<file path="src/rtl/cre_pkg.sv">
package cre_pkg;
  localparam int SW = 48;
  typedef logic signed [SW-1:0] sval_t;

  localparam sval_t SMAX = {1'b0, {(SW-1){1'b1}}};
  localparam sval_t SMIN = {1'b1, {(SW-1){1'b0}}};

  // saturating signed sum
  function automatic sval_t sat_add(input sval_t a, input sval_t b);
    sval_t s;
    s = a + b;
    if ((a[SW-1] == b[SW-1]) && (s[SW-1] != a[SW-1]))
      s = a[SW-1] ? SMIN : SMAX;
    return s;
  endfunction

  // magnitude, saturating the most negative value
  function automatic sval_t mag(input sval_t a);
    if (a == SMIN) return SMAX;
    return a[SW-1] ? -a : a;
  endfunction

  // velocity-form PI: next word before clamping
  function automatic sval_t pi_step(input sval_t cur, input sval_t win_err,
                                    input sval_t acc_err, input logic [4:0] kp,
                                    input logic [4:0] ki);
    return cur + (win_err >>> kp) + (acc_err >>> ki);
  endfunction
endpackage

</file>
<file path="src/rtl/cre_edge_mon.sv">
module cre_edge_mon #(
  parameter int TIMEOUT = 65536
) (
  input  logic clk,
  input  logic rst_n,
  input  logic wclk,
  output logic evt,
  output logic miss
);
  localparam int CW = $clog2(TIMEOUT + 1);

  logic [2:0]    sync_q;
  logic [CW-1:0] idle_q;

  assign evt  = sync_q[1] & ~sync_q[2];
  assign miss = (idle_q == CW'(TIMEOUT));

  always_ff @(posedge clk) begin
    if (!rst_n) begin
      sync_q <= '0;
      idle_q <= '0;
    end else begin
      sync_q <= {sync_q[1:0], wclk};
      if (evt)
        idle_q <= '0;
      else if (!miss)
        idle_q <= idle_q + CW'(1);
    end
  end


  edge_clears_idle_chk: assert property (@(posedge clk) disable iff (!rst_n)
    evt |=> !miss);
endmodule

</file>
<file path="src/rtl/cre_window.sv">
module cre_window import cre_pkg::*; #(
  parameter int WIN_LOG2 = 12,
  parameter int FRAC     = 24,
  parameter int PW       = 40
) (
  input  logic          clk,
  input  logic          rst_n,
  input  logic          in_evt,
  input  logic          stall,
  input  logic [PW-1:0] phase,
  output logic          upd,
  output sval_t         win_err
);
  localparam logic [PW-1:0] NOMINAL = PW'(64'd1 << (WIN_LOG2 + FRAC));

  logic                armed_q;
  logic [WIN_LOG2-1:0] cnt_q;
  logic [PW-1:0]       start_q;
  logic [PW-1:0]       advance;
  logic                closing;

  assign closing = armed_q & in_evt & (cnt_q == '1);
  assign upd     = closing & ~stall;
  assign advance = phase - start_q;   // modulo: survives accumulator wrap
  assign win_err = sval_t'({{(SW-PW){1'b0}}, NOMINAL}) - sval_t'({{(SW-PW){1'b0}}, advance});

  always_ff @(posedge clk) begin
    if (!rst_n || stall) begin
      armed_q <= 1'b0;
      cnt_q   <= '0;
      start_q <= '0;
    end else if (in_evt) begin
      if (!armed_q) begin
        armed_q <= 1'b1;
        cnt_q   <= '0;
        start_q <= phase;
      end else begin
        cnt_q <= cnt_q + 1'b1;
        if (cnt_q == '1) start_q <= phase;
      end
    end
  end


  stall_blocks_upd_chk: assert property (@(posedge clk) disable iff (!rst_n)
    stall |=> !upd);
endmodule

</file>
<file path="src/rtl/cre_loop.sv">
module cre_loop import cre_pkg::*; #(
  parameter int            FW       = 32,
  parameter int            PW       = 40,
  parameter logic [FW-1:0] FTW_INIT = FW'(1),
  parameter int            LOCK_IN  = 16,
  parameter int            LOCK_OUT = 4
) (
  input  logic          clk,
  input  logic          rst_n,
  input  logic          upd,
  input  logic          stall,
  input  sval_t         win_err,
  input  logic [4:0]    kp_shift,
  input  logic [4:0]    ki_shift,
  input  logic [PW-1:0] lock_thresh,
  output logic [FW-1:0] ftw,
  output logic          locked
);
  localparam int    GW      = $clog2(LOCK_IN + 1);
  localparam int    BW      = $clog2(LOCK_OUT + 1);
  localparam sval_t FTW_TOP = sval_t'((64'd1 << FW) - 64'd1);

  sval_t         perr_q, perr_nx, step_nx, clamp_nx;
  logic [FW-1:0] ftw_nx;
  logic          in_band;
  logic [GW-1:0] good_q;
  logic [BW-1:0] bad_q;

  always_comb begin
    perr_nx = sat_add(perr_q, win_err);
    step_nx = pi_step(sval_t'({{(SW-FW){1'b0}}, ftw}), win_err, perr_nx, kp_shift, ki_shift);
    if (step_nx < sval_t'(1))
      clamp_nx = sval_t'(1);
    else if (step_nx > FTW_TOP)
      clamp_nx = FTW_TOP;
    else
      clamp_nx = step_nx;
    ftw_nx  = clamp_nx[FW-1:0];
    in_band = mag(perr_nx) < sval_t'({{(SW-PW){1'b0}}, lock_thresh});
  end

  always_ff @(posedge clk) begin
    if (!rst_n) begin
      ftw    <= FTW_INIT;
      perr_q <= '0;
      good_q <= '0;
      bad_q  <= '0;
      locked <= 1'b0;
    end else if (stall) begin
      perr_q <= '0;
      good_q <= '0;
      bad_q  <= '0;
      locked <= 1'b0;
    end else if (upd) begin
      perr_q <= perr_nx;
      ftw    <= ftw_nx;
      if (in_band) begin
        bad_q <= '0;
        if (good_q != GW'(LOCK_IN)) good_q <= good_q + 1'b1;
        if (good_q == GW'(LOCK_IN - 1)) locked <= 1'b1;
      end else begin
        good_q <= '0;
        if (bad_q != BW'(LOCK_OUT)) bad_q <= bad_q + 1'b1;
        if (bad_q == BW'(LOCK_OUT - 1)) locked <= 1'b0;
      end
    end
  end


  ftw_hold_chk: assert property (@(posedge clk) disable iff (!rst_n)
    !upd |=> $stable(ftw));

  ftw_nonzero_chk: assert property (@(posedge clk) disable iff (!rst_n)
    ftw != '0);

  lock_rise_chk: assert property (@(posedge clk) disable iff (!rst_n)
    $rose(locked) |-> $past(upd));

  lock_fall_chk: assert property (@(posedge clk) disable iff (!rst_n)
    $fell(locked) |-> ($past(upd) || $past(stall)));

  stall_unlock_chk: assert property (@(posedge clk) disable iff (!rst_n)
    stall |=> !locked);
endmodule

</file>
<file path="src/rtl/cre_phase_acc.sv">
module cre_phase_acc #(
  parameter int FW = 32,
  parameter int PW = 40
) (
  input  logic          clk,
  input  logic          rst_n,
  input  logic          out_evt,
  input  logic [FW-1:0] ftw,
  output logic [PW-1:0] phase
);
  always_ff @(posedge clk) begin
    if (!rst_n)
      phase <= '0;
    else if (out_evt)
      phase <= phase + PW'(ftw);   // wraps modulo 2^PW
  end


  phase_hold_chk: assert property (@(posedge clk) disable iff (!rst_n)
    !out_evt |=> $stable(phase));
endmodule

</file>
<file path="src/rtl/clk_ratio_est.sv">
module clk_ratio_est import cre_pkg::*; #(
  parameter int FW       = 32,
  parameter int FRAC     = 24,
  parameter int IW       = 16,
  parameter int WIN_LOG2 = 12,
  parameter int TIMEOUT  = 65536,
  parameter int LOCK_IN  = 16,
  parameter int LOCK_OUT = 4
) (
  input  logic               clk,
  input  logic               rst_n,
  input  logic               in_wclk,
  input  logic               out_wclk,
  input  logic [4:0]         kp_shift,
  input  logic [4:0]         ki_shift,
  input  logic [IW+FRAC-1:0] lock_thresh,
  output logic [FW-1:0]      ftw,
  output logic [IW-1:0]      phase_int,
  output logic [FRAC-1:0]    phase_frac,
  output logic               locked
);
  localparam int            PW      = IW + FRAC;
  localparam logic [FW-1:0] FTW_ONE = FW'(64'd1 << FRAC);

  logic [1:0]    wclk_vec, evt_vec, miss_vec;
  logic          in_evt, out_evt, stall, upd_evt;
  sval_t         win_err;
  logic [PW-1:0] phase;

  assign wclk_vec = {out_wclk, in_wclk};

  for (genvar g = 0; g < 2; g++) begin : g_mon
    cre_edge_mon #(.TIMEOUT(TIMEOUT)) u_mon (
      .clk  (clk),
      .rst_n(rst_n),
      .wclk (wclk_vec[g]),
      .evt  (evt_vec[g]),
      .miss (miss_vec[g])
    );
  end

  assign in_evt  = evt_vec[0];
  assign out_evt = evt_vec[1];
  assign stall   = |miss_vec;

  cre_window #(.WIN_LOG2(WIN_LOG2), .FRAC(FRAC), .PW(PW)) u_win (
    .clk    (clk),
    .rst_n  (rst_n),
    .in_evt (in_evt),
    .stall  (stall),
    .phase  (phase),
    .upd    (upd_evt),
    .win_err(win_err)
  );

  cre_loop #(.FW(FW), .PW(PW), .FTW_INIT(FTW_ONE), .LOCK_IN(LOCK_IN),
             .LOCK_OUT(LOCK_OUT)) u_loop (
    .clk        (clk),
    .rst_n      (rst_n),
    .upd        (upd_evt),
    .stall      (stall),
    .win_err    (win_err),
    .kp_shift   (kp_shift),
    .ki_shift   (ki_shift),
    .lock_thresh(lock_thresh),
    .ftw        (ftw),
    .locked     (locked)
  );

  cre_phase_acc #(.FW(FW), .PW(PW)) u_acc (
    .clk    (clk),
    .rst_n  (rst_n),
    .out_evt(out_evt),
    .ftw    (ftw),
    .phase  (phase)
  );

  assign phase_int  = phase[PW-1:FRAC];
  assign phase_frac = phase[FRAC-1:0];
endmodule

</file>
<file path="config.mk">
export PLATFORM = sky130hd
export DESIGN_NAME = clk_ratio_est
export DESIGN_NICKNAME = d
export VERILOG_FILES = /design/src/rtl/cre_pkg.sv /design/src/rtl/cre_edge_mon.sv /design/src/rtl/cre_window.sv /design/src/rtl/cre_loop.sv /design/src/rtl/cre_phase_acc.sv /design/src/rtl/clk_ratio_est.sv
export SDC_FILE = /design/constraint.sdc
export NUM_CORES = 1
export LEC_CHECK = 0
export BUFFER_PORTS_ARGS = -buffer_cell sky130_fd_sc_hd__buf_2
export CORE_ASPECT_RATIO = 1.25
export CORE_MARGIN = 5
export CORE_UTILIZATION = 40
export CTS_CLUSTER_SIZE = 20
export DETAILED_ROUTE_END_ITERATION = 8
export PLACE_DENSITY = 0.61
export SYNTH_ARGS = -nofsm -noshare
export SYNTH_HDL_FRONTEND = slang
export SYNTH_SLANG_ARGS = --single-unit
export TNS_END_PERCENT = 5
</file>
<file path="constraint.sdc">
create_clock -name clk -period 20.4 [get_ports clk]
set_input_delay 2.04 -clock clk [delete_from_list [all_inputs] [get_ports clk]]
set_output_delay 2.04 -clock clk [all_outputs]
set_load 0.03 [all_outputs]
</file>
==> flow_summary.toml <==
[run_status]
outcome = "finished, final reports clean"

[drt]
drt_iter0_markers = 2536
num_vias = 28500
first_pass_iters = 6
vias_per_cell = 5.89
routedWlPerCell_um = 20.5
drc = 0
routed_wl_um = 99300
antenna_left = 0

[yosys]
yosysTopAreaCellShare_pct = 15.7
yosysTopAreaCell = "dfxtp_1"
ys_seq_elements = 222
synth_warnings = 0
synth.cell_area_um2 = 28200
syn_inst = 3905
avgSynthCellArea_um2 = 7.23
synth_cell_type_count = 116
ys_seq_area_share_pct = 15.7
async_flop_share_pct = 0
synth-edff-count = 0
synth_ff_type = "dfxtp_1"
synth_nets = 4226
synth_area_leaders = "dfxtp_1, ha_1, a21oi_1"

[place]
dpl.hpwl_um = 78700
preCtsSetupSlack_ns = 5.36
io_buffers = 126
gp_congestion = 1.01

[finish]
final_util_pct = 43.3
drive_gt1_share_pct = 9.07
final_cell_mix = "nand2_1, a21oi_1, nor2_1, o21ai_0, inv_1"
layout_commonest_cell = "nand2_1"
nets = 4205
syn2layout_area_growth_pct = 7.94
fillers = 7417

[timing]
fin_crit_ns = 15.38
slew_violations = 0
relSlewSlack_pct = 22.1
hold_viol = 0
fin_tns_setup_ns = 0
setup_violations = 0
fmax_mhz = 65.0
fin_crit_sh_pct = 75.4
fin_skew_ns = 0.0195
rsz0062_at_grt = "no"
tightest_slew_ns = 1.16
setup_slack_ns = 5.02

[floorplan]
boundaryPins = 127
die_x_um = 248
die_h_um = 307
start_util_pct = 40.1
placementRows = 109
die_area_um2 = 76000
coreArea_um2 = 70400

[grt]
antenna_found_initial = 3
grt_pass1_vias = 26700
grt_pass1_wl_um = 153000
grt_max_degree = 71
grt_overflow = 0
grt_use_total_pct = 25.0

[cts]
cts_buffers = 28
cts.sinks = 222
cts_root_buf = "clkbuf_16"
clk_path_buf_depth = 3
postCtsSetupRepairBufs = 0
cts_hold_buf = 0
htreeDepth = 1
clk_pin_slew_worst_paths_ns = 0.07
cts_resized = 0
clkLatencyLatePin_ns = 0.61
cts_tree = "built"

[critical_path]
cp.required_ns = 20.89
path_buf_inv = 5
arrival_ns = 15.88
critPathKind = "register to register"
slowest_stage = "o21ai_0"
critical-path-top-delay-family = "compound AO/OA/AOI/OAI gates"
r2r_slack_ns = 5.02
reg2reg_depth = 50
end_kind = "register"
worstReg2RegEnd = "u_loop.ftw[24]"
cp_slowest_stage_delay_ns = 0.71
cp-start-kind = "register"
path_max_fanout = 49
timing.rr.start = "u_acc.phase[0]"
crit_top_cell = "a21oi_1"

[pwr]
powerDensity_nw_per_um2 = 90.7
total_power_w = 0.00276
leakage_nw = 13.4
max-vdd-ir-drop_mv = 0.0661

[flow_run]
cap_violations = 0

[worst_hold_path]
hold_depth = 1
min_to = "g_mon[0].u_mon.sync_q[1]"
hold_class = "register to register"
min_from = "g_mon[0].u_mon.sync_q[0]"
## Yosys cell counts (39+ instances only)
cell type / count
a211oi_1: 63
a21o_1: 85
a21oi_1: 398
and3_1: 49
clkbuf_1: 159
dfxtp_1: 222
ha_1: 231
inv_1: 240
mux2_2: 48
mux2i_1: 146
nand2_1: 443
nand2b_1: 48
nand3_1: 88
nand4_1: 45
nor2_1: 362
nor2b_1: 39
nor3_1: 96
o211ai_1: 39
o21ai_0: 251
xnor2_1: 128
xor2_1: 98
## layer usage
metal	vias to the layer above	GRT usage (%)	part of all wire [%]
li1	14000	-	-
met1	13400	32.0	42
met2	994	42.6	46
met3	207	3.39	6.6
met4	2	9.36	5.1
met5	-	0	0.013
## through the flow
step | hold slack, ns | std cells | cell area, um^2
after floorplan | 0.412 | 3905 | 28200
after global placement | 0.415 | 4797 | 29500
after detailed placement | 0.421 | 4797 | 29500
after CTS | 0.436 | 4844 | 30500
after global routing | 0.455 | 4844 | 30500
final | 0.430 | 4848 | 30500
## how the worst max path moves through the flow
stage,endpoint,slack [ns],from,cells after the start
final,u_loop.ftw[24],5.02,u_acc.phase[0],50
after global routing,u_loop.ftw[24],3.93,u_acc.phase[6],51
after CTS,u_loop.ftw[24],5.24,u_acc.phase[0],53
after detailed placement,u_loop.ftw[24],5.36,u_acc.phase[0],54
after global placement,u_loop.ftw[24],5.55,u_acc.phase[0],53
after floorplan,u_loop.ftw[10],7.15,u_acc.phase[0],54
## flip-flops by register name (all words and copies together), names as in the netlist
name / flops
u_loop.ftw: 32
u_loop.good_q: 5
u_win.start_q: 40
u_acc.phase: 40
u_loop.perr_q: 48
u_win.cnt_q: 12
u_loop.locked: 1
u_loop.bad_q: 3
u_win.armed_q: 1
g_mon.u_mon.sync_q: 6
g_mon.u_mon.idle_q: 34
## area by class of cell
class	instances	area (um^2)	area share (%)
tap	943	1180	3.87
clock inverter	13	193	0.632
multi-input combinational	3225	22100	72.5
sequential	222	4450	14.6
clock buffer	34	753	2.47
inverter	248	931	3.05
antenna	4	10.0	0.0328
timing repair buffer	159	878	2.88
## report_power, final
part | switching, W | internal (W)
logic | 0.00114 | 0.000665
registers | 0.00000277 | 0.000436
clock network | 0.000223 | 0.000302
## cells by family after synthesis
group	count (synthesis)	synth area share, %
simple gates	1347	22.7
compound gates	1158	26.0
buf+inv	458	6.26
fa+ha+maj	273	13.0
xor+xnor	226	7.01
flops	222	15.7
mux	221	9.24
No activity file was read; power rests on OpenSTA's default activity.
